### config.mk
export PLATFORM = sky130hd
export DESIGN_NAME = byte_req_master
export DESIGN_NICKNAME = d
export VERILOG_FILES = /design/src/rtl/bsm_pkg.sv /design/src/rtl/bsm_shadow.sv /design/src/rtl/bsm_tx.sv /design/src/rtl/bsm_rx.sv /design/src/rtl/byte_req_master.sv
export SDC_FILE = /design/constraint.sdc
export NUM_CORES = 1
export LEC_CHECK = 0
export BUFFER_PORTS_ARGS = -buffer_cell sky130_fd_sc_hd__buf_2
export CAP_MARGIN = 10
export CORE_UTILIZATION = 55
export DETAILED_ROUTE_END_ITERATION = 6
export GPL_TIMING_DRIVEN = 1
export HOLD_SLACK_MARGIN = 0.06
export PLACE_DENSITY = 0.78
export SYNTH_ARGS = -nofsm -noshare
export SYNTH_HDL_FRONTEND = slang
export SYNTH_SLANG_ARGS = --single-unit
### constraint.sdc
create_clock -name clk -period 5.4 [get_ports clk]
set_input_delay 1.08 -clock clk [delete_from_list [all_inputs] [get_ports clk]]
set_output_delay 1.08 -clock clk [all_outputs]
set_load 0.05 [all_outputs]
### src/rtl/bsm_pkg.sv
`timescale 1ns/1ps
package bsm_pkg;

    typedef logic [7:0] byte_t;

    // Command byte as sent on the wire
    typedef struct packed {
        logic [3:0] zero;
        logic       postinc;
        logic       wr;
        logic [1:0] alen;
    } cmd_t;

    typedef enum logic [1:0] {
        RX_IDLE,
        RX_STAT,
        RX_DATA
    } rx_state_e;

    // Status byte bit positions decoded by the parser
    localparam int ST_WR_BIT  = 0;
    localparam int ST_ERR_BIT = 1;
    localparam int ST_OVF_BIT = 3;

    localparam logic [1:0] ALEN_FULL = 2'd3;

    // Number of address bytes carried for a length code
    function automatic int abytes_of(logic [1:0] code, int full);
        case (code)
            2'd0:    return 0;
            2'd1:    return 1;
            2'd2:    return 2;
            default: return full;
        endcase
    endfunction

endpackage

### src/rtl/bsm_shadow.sv
`timescale 1ns/1ps
module bsm_shadow #(
    parameter int ADDR_W   = 32,
    parameter int INC_STEP = 2
) (
    input  logic              clk,
    input  logic              rst,
    input  logic [ADDR_W-1:0] probe_addr,
    input  logic [1:0]        floor_code,
    output logic [1:0]        pick_code,
    input  logic              commit,
    input  logic [ADDR_W-1:0] commit_addr,
    input  logic              commit_inc
);
    import bsm_pkg::*;

    logic [ADDR_W-1:0] shadow_q;
    logic              known_q;
    logic [ADDR_W-1:0] diff;
    logic [1:0]        need;

    assign diff = probe_addr ^ shadow_q;

    always_comb begin
        if (!known_q || (|diff[ADDR_W-1:16]))
            need = ALEN_FULL;
        else if (|diff[15:8])
            need = 2'd2;
        else if (|diff[7:0])
            need = 2'd1;
        else
            need = 2'd0;
        pick_code = (need > floor_code) ? need : floor_code;
    end

    always_ff @(posedge clk) begin
        if (rst) begin
            shadow_q <= '0;
            known_q  <= 1'b0;
        end else if (commit) begin
            shadow_q <= commit_addr + (commit_inc ? ADDR_W'(INC_STEP) : '0);
            known_q  <= 1'b1;
        end
    end

endmodule

### src/rtl/bsm_tx.sv
`timescale 1ns/1ps
module bsm_tx #(
    parameter int ADDR_W = 32,
    parameter int DATA_W = 16
) (
    input  logic              clk,
    input  logic              rst,
    input  logic              start,
    input  bsm_pkg::cmd_t     cmd,
    input  logic [ADDR_W-1:0] addr,
    input  logic [DATA_W-1:0] wdata,
    output logic              tx_valid,
    output logic [7:0]        tx_data,
    input  logic              tx_ready,
    output logic              sent
);
    import bsm_pkg::*;

    localparam int AB = ADDR_W / 8;
    localparam int DB = DATA_W / 8;
    localparam int PK = 1 + AB + DB;
    localparam int IW = $clog2(PK + 1);

    byte_t          pkt_d [PK];
    byte_t          pkt_q [PK];
    logic [IW-1:0]  len_d, len_q, idx_q;
    logic           act_q;
    int             nab;

    always_comb begin
        nab = abytes_of(cmd.alen, AB);
        for (int i = 0; i < PK; i++) pkt_d[i] = '0;
        pkt_d[0] = cmd;
        for (int i = 0; i < AB; i++)
            if (i < nab) pkt_d[1 + i] = addr[8 * (nab - 1 - i) +: 8];
        for (int j = 0; j < DB; j++)
            if (cmd.wr) pkt_d[1 + nab + j] = wdata[8 * (DB - 1 - j) +: 8];
        len_d = IW'(1 + nab + (cmd.wr ? DB : 0));
    end

    always_ff @(posedge clk) begin
        if (rst) begin
            act_q <= 1'b0;
            idx_q <= '0;
            len_q <= '0;
        end else if (start) begin
            pkt_q <= pkt_d;
            len_q <= len_d;
            idx_q <= '0;
            act_q <= 1'b1;
        end else if (act_q && tx_ready) begin
            if (idx_q == len_q - IW'(1))
                act_q <= 1'b0;
            else
                idx_q <= idx_q + IW'(1);
        end
    end

    assign tx_valid = act_q;
    assign tx_data  = pkt_q[idx_q];
    assign sent     = act_q && tx_ready && (idx_q == len_q - IW'(1));

endmodule

### src/rtl/bsm_rx.sv
`timescale 1ns/1ps
module bsm_rx #(
    parameter int DATA_W = 16
) (
    input  logic              clk,
    input  logic              rst,
    input  logic              arm,
    input  logic              want_data,
    input  logic              rx_valid,
    input  logic [7:0]        rx_data,
    output logic              rx_ready,
    output logic              done,
    output logic              st_write,
    output logic              st_buserr,
    output logic              st_ovf,
    output logic [DATA_W-1:0] rdata
);
    import bsm_pkg::*;

    localparam int DB = DATA_W / 8;
    localparam int CW = (DB > 1) ? $clog2(DB) : 1;

    rx_state_e     state_q;
    logic [CW-1:0] cnt_q;

    always_ff @(posedge clk) begin
        if (rst) begin
            state_q   <= RX_IDLE;
            cnt_q     <= '0;
            done      <= 1'b0;
            st_write  <= 1'b0;
            st_buserr <= 1'b0;
            st_ovf    <= 1'b0;
            rdata     <= '0;
        end else begin
            done <= 1'b0;
            case (state_q)
                RX_IDLE: if (arm) begin
                    state_q <= RX_STAT;
                    rdata   <= '0;
                end
                RX_STAT: if (rx_valid) begin
                    st_write  <= rx_data[ST_WR_BIT];
                    st_buserr <= rx_data[ST_ERR_BIT];
                    st_ovf    <= rx_data[ST_OVF_BIT];
                    if (want_data && !rx_data[ST_ERR_BIT]) begin
                        state_q <= RX_DATA;
                        cnt_q   <= '0;
                    end else begin
                        state_q <= RX_IDLE;
                        done    <= 1'b1;
                    end
                end
                RX_DATA: if (rx_valid) begin
                    rdata[8 * cnt_q +: 8] <= rx_data;
                    if (cnt_q == CW'(DB - 1)) begin
                        state_q <= RX_IDLE;
                        done    <= 1'b1;
                    end else begin
                        cnt_q <= cnt_q + CW'(1);
                    end
                end
                default: state_q <= RX_IDLE;
            endcase
        end
    end

    assign rx_ready = (state_q != RX_IDLE);

endmodule

### src/rtl/byte_req_master.sv
`timescale 1ns/1ps
module byte_req_master #(
    parameter int ADDR_W   = 32,
    parameter int DATA_W   = 16,
    parameter int INC_STEP = 2
) (
    input  logic              clk,
    input  logic              rst,
    input  logic              ord_valid,
    input  logic              ord_write,
    input  logic [ADDR_W-1:0] ord_addr,
    input  logic [1:0]        ord_min_alen,
    input  logic              ord_postinc,
    input  logic [DATA_W-1:0] ord_wdata,
    output logic              busy,
    output logic              tx_valid,
    output logic [7:0]        tx_data,
    input  logic              tx_ready,
    input  logic              rx_valid,
    input  logic [7:0]        rx_data,
    output logic              rx_ready,
    output logic              rsp_done,
    output logic              rsp_write,
    output logic              rsp_buserr,
    output logic              rsp_overflow,
    output logic [DATA_W-1:0] rsp_rdata
);
    import bsm_pkg::*;

    logic              busy_q;
    logic              accept;
    logic [1:0]        pick;
    cmd_t              cmd_d;
    logic [ADDR_W-1:0] addr_q;
    logic              wr_q, pinc_q;
    logic              tx_sent, rx_done;

    assign accept = ord_valid && !busy_q;

    always_comb begin
        cmd_d.zero    = '0;
        cmd_d.postinc = ord_postinc;
        cmd_d.wr      = ord_write;
        cmd_d.alen    = pick;
    end

    always_ff @(posedge clk) begin
        if (rst) begin
            busy_q <= 1'b0;
            addr_q <= '0;
            wr_q   <= 1'b0;
            pinc_q <= 1'b0;
        end else if (accept) begin
            busy_q <= 1'b1;
            addr_q <= ord_addr;
            wr_q   <= ord_write;
            pinc_q <= ord_postinc;
        end else if (rx_done) begin
            busy_q <= 1'b0;
        end
    end

    bsm_shadow #(.ADDR_W(ADDR_W), .INC_STEP(INC_STEP)) u_shadow (
        .clk         (clk),
        .rst         (rst),
        .probe_addr  (ord_addr),
        .floor_code  (ord_min_alen),
        .pick_code   (pick),
        .commit      (rx_done),
        .commit_addr (addr_q),
        .commit_inc  (pinc_q && !rsp_buserr)
    );

    bsm_tx #(.ADDR_W(ADDR_W), .DATA_W(DATA_W)) u_tx (
        .clk      (clk),
        .rst      (rst),
        .start    (accept),
        .cmd      (cmd_d),
        .addr     (ord_addr),
        .wdata    (ord_wdata),
        .tx_valid (tx_valid),
        .tx_data  (tx_data),
        .tx_ready (tx_ready),
        .sent     (tx_sent)
    );

    bsm_rx #(.DATA_W(DATA_W)) u_rx (
        .clk       (clk),
        .rst       (rst),
        .arm       (tx_sent),
        .want_data (!wr_q),
        .rx_valid  (rx_valid),
        .rx_data   (rx_data),
        .rx_ready  (rx_ready),
        .done      (rx_done),
        .st_write  (rsp_write),
        .st_buserr (rsp_buserr),
        .st_ovf    (rsp_overflow),
        .rdata     (rsp_rdata)
    );

    assign busy     = busy_q;
    assign rsp_done = rx_done;

endmodule

# After elaboration in Yosys (flattened, before gate mapping)
# Index checks and enable logic that the tools add are counted.
# W data, S select, Z words.
dict set report op_classes {
  muxes 47
  shift 6
  reduce_logical 32
  bitwise_logic 6
  n_eq_ne 10
  n_addsub 12
  magnitude_cmp 10
}
# op n
set ops {}
lappend ops {{$shiftx A32 B32 Y8} 4}
lappend ops {{$bwmux W56} 2}
lappend ops {{$mux W56} 2}
lappend ops {{$ge A32 B4 Y1 const B} 2}
lappend ops {{$lt A32 B1 Y1 const B} 2}
lappend ops {{$mux W8} 8}
lappend ops {{$sub A29 B3 Y29 const B} 2}
lappend ops {{$demux W8 S3} 2}
lappend ops {{$neg A4 Y34} 1}
lappend ops {{$shift A8 B34 Y16 const A} 1}
lappend ops {{$shiftx A8 B34 Y16} 1}
lappend ops {{$add A32 B32 Y32} 1}
lappend ops {{$mux W16} 2}
lappend ops {{$not A32 Y32} 1}
lappend ops {{$not A4 Y32} 1}
lappend ops {{$pmux W16 S2} 1}
lappend ops {{$xor A32 B32 Y32} 1}
lappend ops {{$sub A29 B2 Y29 const B} 1}
lappend ops {{$bmux W8 S3} 1}
lappend ops {{$mux W2} 10}
lappend ops {{$bwmux W16} 1}
lappend ops {{$reduce_or A16 Y1} 1}
lappend ops {{$reduce_or A8 Y1} 2}
lappend ops {{$mux W1} 14}
lappend ops {{30 further kinds} 59}
dict set report word_totals {
  in_bits 65
  ff_bits 154
  output_inout_bits 31
  wordCells 146
}

# Depth between registers and ports, before layout
dict set report logic_depth {
  depth_word 19
  ltp_mapped 19
  ltp_nobuf 16
}

# Hierarchy
# Synthesis repeated with hierarchy kept, for this count alone.
dict set report unflattened {
  hier_cells 946
  area_unflattened_um2 9489.1
}
# mod cells_each instances area_each_um2 seq_area_each_um2
set modules_own_cells {}
lappend modules_own_cells {bsm_tx 402 1 4438.0 1821.7}
lappend modules_own_cells {bsm_shadow 252 1 2154.6 660.6}
lappend modules_own_cells {byte_req_master 159 1 1721.7 700.7}
lappend modules_own_cells {bsm_rx 133 1 1174.9 460.4}

# Least setup slack after synthesis
# Ideal clock, no wire load.
dict set report synth_timing {
  kind {input to register}
  start {input port ord_addr[31]}
  end {register u_tx.pkt_q[44] (netlist bit) (data pin)}
  path_buffers 2
  arrival_time_ns 4.551
  setup_slack_ns 0.578
  setup_time_ns 0.270
  cell_stages 16
  t_required_ns 5.130
  cell_sequence {xor2_1 -> nor4_1 -> nand4_1 -> or2_2 -> nor3_1 -> ha_1 -> nor2_1 -> o22ai_1 -> nor4_1 -> nor2_1 -> ha_1 -> buf_2 -> buf_2 -> mux4_2 -> a22oi_1 -> a21oi_1}
}
# item line
set synth_rtl {}
lappend synth_rtl {{start: declaration} byte_req_master.sv:11} ;# input logic [ADDR_W-1:0] ord_addr,
lappend synth_rtl {{end signal: assignment} bsm_tx.sv:47} ;# pkt_q <= pkt_d;
lappend synth_rtl {{end: declaration} bsm_tx.sv:25} ;# byte_t pkt_q [PK];

==> impl_metrics.ini <==
[clock_network]
cts_tree = yes
path_clk_slew_ns = 0.06
htreeDepth = 4
cts_root_buffer = clkbuf_16
cts_resized = 0
clockBufferDepth = 2
post_cts_buffers = 0
clkLatencyLatePin_ns = 0.43
cts_made_buffers = 17
postCtsHoldBufs = 0
clkSinkCount = 154

[power_and_ir_drop]
cellInternalPower_uw = 2070
pwr-share-seq_pct = 46.3
p_clk_share_pct = 41.9
finalPower_uw = 2780
comb_power_share_pct = 11.8
p_sw_uw = 705
swShare_pct = 25.4
peakVddDrop_uv = 219
p_leak_uw = 0.00363
p_per_area_nw_per_um2 = 278

[sta]
finalCritPeriodShare_pct = 91.6
rsz0062_at_grt = no
drv_slew = 0
slew_headroom_pct = 22.7
skew_ns = 0.00751
setup_viol = 0
fmax_mhz = 202
hold_viol = 0
layout_min_cycle_time_ns = 4.95
tns_ns = 0
hold_slack_ns = 0.465
worst_pin_slew_ns = 1.16

[hold_path]
min_to = u_rx.st_ovf
holdPathStages = 2
min_from = u_rx.st_ovf
min_path_type = flop to flop

[setup_path]
r2r_setup_slack_ns = 0.94
reg2regPathDepth = 15
worstPathMaxFanout = 7
rr_endpoint = u_tx.pkt_q[16]
cp-start-kind = input port
worstReg2RegStart = u_shadow.shadow_q[31]
path_class = input port to flop
endpoint_kind = flop
critPathRequiredTime_ns = 5.55
critical_path_arrival_ns = 5.09

[grt]
antenna_found_initial = 0
grt_pass1_wl_microns = 36500
gr-usage-all-layers_pct = 28.7
grt_pass1_vias = 6781
grt_max_degree = 94
overflow = 0

[logic_synthesis]
ys_warn_count = 0
netlist_area_sq_um = 8800
synth_common_cells = 113 x nor2_1, 98 x dfxtp_1, 78 x nand2_1
synth_ff_type = dfxtp_1
async_flop_share_pct = 0
yosys-top-cells-area = dfxtp_1 22%, edfxtp_1 19%, mux4_2 6.4%
synth_nets = 987
synth_most_common_cell = nor2_1
yosysSeqAreaShare_pct = 41.4
synth_cell_types = 61
synth_edf_count = 56
synth_top_cell_by_area = dfxtp_1
avgSynthCellArea_sq_um = 9.78
synth_top_area_share_pct = 22.3
syn_inst = 900
ys_seq_elements = 154

[detailed_routing]
num_vias = 7329
first_pass_iters = 6
antenna_left = 0
post_drt_wl_per_cell_microns = 19.0
wirelength_microns = 22700
drt_iter0_markers = 612
vias_per_cell = 6.14
drc = 0

[cells_and_area]
fin_nets = 1057
antennaDiodeCount = 0
num-fill-cells = 1311
syn_to_final_growth_pct = 13.6
drive_above_1_share_pct = 21.3
final_util_pct = 64.8

[floorplan]
coreArea_sq_um = 15400
initial_utilization_pct = 57.0
rows = 45
boundaryPins = 96
die_w_microns = 128
die_h_microns = 128
die_area_sq_um = 16500

[placed_design]
port_buffers = 95
dp_hpwl_microns = 15900
gp_congestion = 0.894

[run_status]
status = complete, no violations

[run]
drv_cap = 0
==> sequential cells by signal (all words and copies together) (netlist names) <==
register,cells
busy,1
u_rx.done,1
u_rx.cnt_q,1
wr_q,1
u_rx.rdata,16
addr_q,32
u_rx.st_ovf,1
u_shadow.shadow_q,32
u_tx.pkt_q,56
u_shadow.known_q,1
u_tx.tx_valid,1
pinc_q,1
u_tx.len_q,3
u_rx.state_q,2
u_rx.st_buserr,1
u_rx.st_write,1
u_tx.idx_q,3
==> final cells by class <==
| cell class | instances | area [sq um] | area share (%) |
|---|---|---|---|
| clock inverters | 9 | 83.8 | 0.838 |
| well taps | 211 | 264 | 2.64 |
| repair buffers | 118 | 661 | 6.61 |
| clock buffers | 23 | 489 | 4.89 |
| flip-flops and latches | 154 | 3640 | 36.5 |
| inverters | 20 | 75.1 | 0.751 |
| multi-input cells | 659 | 4780 | 47.8 |
==> routing by layer <==
| metal | GRT usage [%] | up-vias | share of wire, % |
|---|---|---|---|
| li1 | - | 3469 | - |
| met1 | 38.5 | 3490 | 43 |
| met2 | 45.2 | 318 | 46 |
| met3 | 6.40 | 52 | 7.3 |
| met4 | 11.3 | 0 | 3.0 |
| met5 | 0 | - | 0 |
==> worst max path at each step <==
| stage | from | endpoint | slack (ns) | cells past startpoint |
|---|---|---|---|---|
| after floorplan | ord_addr[31] | u_tx.pkt_q[44] | 0.58 | 16 |
| after detailed placement | ord_addr[17] | u_tx.pkt_q[35] | 0.15 | 18 |
| after CTS | ord_addr[31] | u_tx.pkt_q[35] | 0.54 | 18 |
| final | ord_addr[31] | u_tx.pkt_q[16] | 0.45 | 16 |
| after global placement | ord_addr[17] | u_tx.pkt_q[20] | 0.24 | 17 |
| after global routing | ord_addr[31] | u_tx.pkt_q[44] | 0.07 | 18 |
==> power by group through the flow <==
stage / combinational (uW) / clock, uW / sequential [uW]
after floorplan: 206 / 0 / 1300
after global placement: 317 / 0 / 1310
after detailed placement: 322 / 0 / 1310
after CTS: 325 / 1170 / 1290
after global routing: 356 / 1220 / 1290
final: 329 / 1160 / 1290
==> cell usage in the layout (no fill, tap or decap), types with 7 or more instances in the layout <==
master	instances
nand2_1	78
nor2_1	112
buf_2	95
a31oi_1	20
nand3_1	9
nor4_2	7
buf_4	22
a211oi_1	34
o21ai_0	21
a2bb2oi_1	7
clkbuf_16	18
edfxtp_1	56
inv_1	20
dfxtp_1	97
mux2_2	7
xor2_1	30
a22o_1	40
nor4_1	8
ha_1	20
nand4_1	14
xnor2_1	34
nand4b_1	8
a21oi_1	61
mux4_2	25
mux2i_1	20
a22oi_1	29
nor3_1	9
==> logic make-up (layout without fill, tap and decap cells) <==
family | after synthesis | count (layout) | share of synthesized area (%)
AO/OA/AOI/OAI | 229 | 229 | 17.9
XOR/XNOR | 65 | 65 | 6.63
adder cells (fa/ha/maj) | 22 | 22 | 3.21
buffers and inverters | 87 | 170 | 4.37
flip-flops | 154 | 154 | 41.4
multiplexers | 52 | 52 | 9.57
AND/OR/NAND/NOR | 291 | 291 | 16.9
==> per-stage QoR <==
stage | area [sq um] | instances | setup WS, ns
6_report | 10000 | 1194 | 0.453
5_1_grt | 10000 | 1194 | 0.0687
3_5_place_dp | 9430 | 1162 | 0.146
4_1_cts | 10000 | 1194 | 0.543
2_1_floorplan | 8800 | 900 | 0.578
3_3_place_gp | 9430 | 1162 | 0.240
==> critical path, stage by stage <==
cell and delay, ns:
buf_2 0.15, xor2_1 0.16, nor4_1 0.35, nand4_1 0.22
or2_2 0.37, nor3_1 0.30, ha_1 0.31, nor2_1 0.10
o22ai_1 0.10, nor4_1 0.37, or2_2 0.27, ha_1 0.36
o2111a_1 0.30, or2_2 0.21, a2bb2oi_1 0.31, a21oi_1 0.13
No activity file was read; power rests on OpenSTA's default activity.
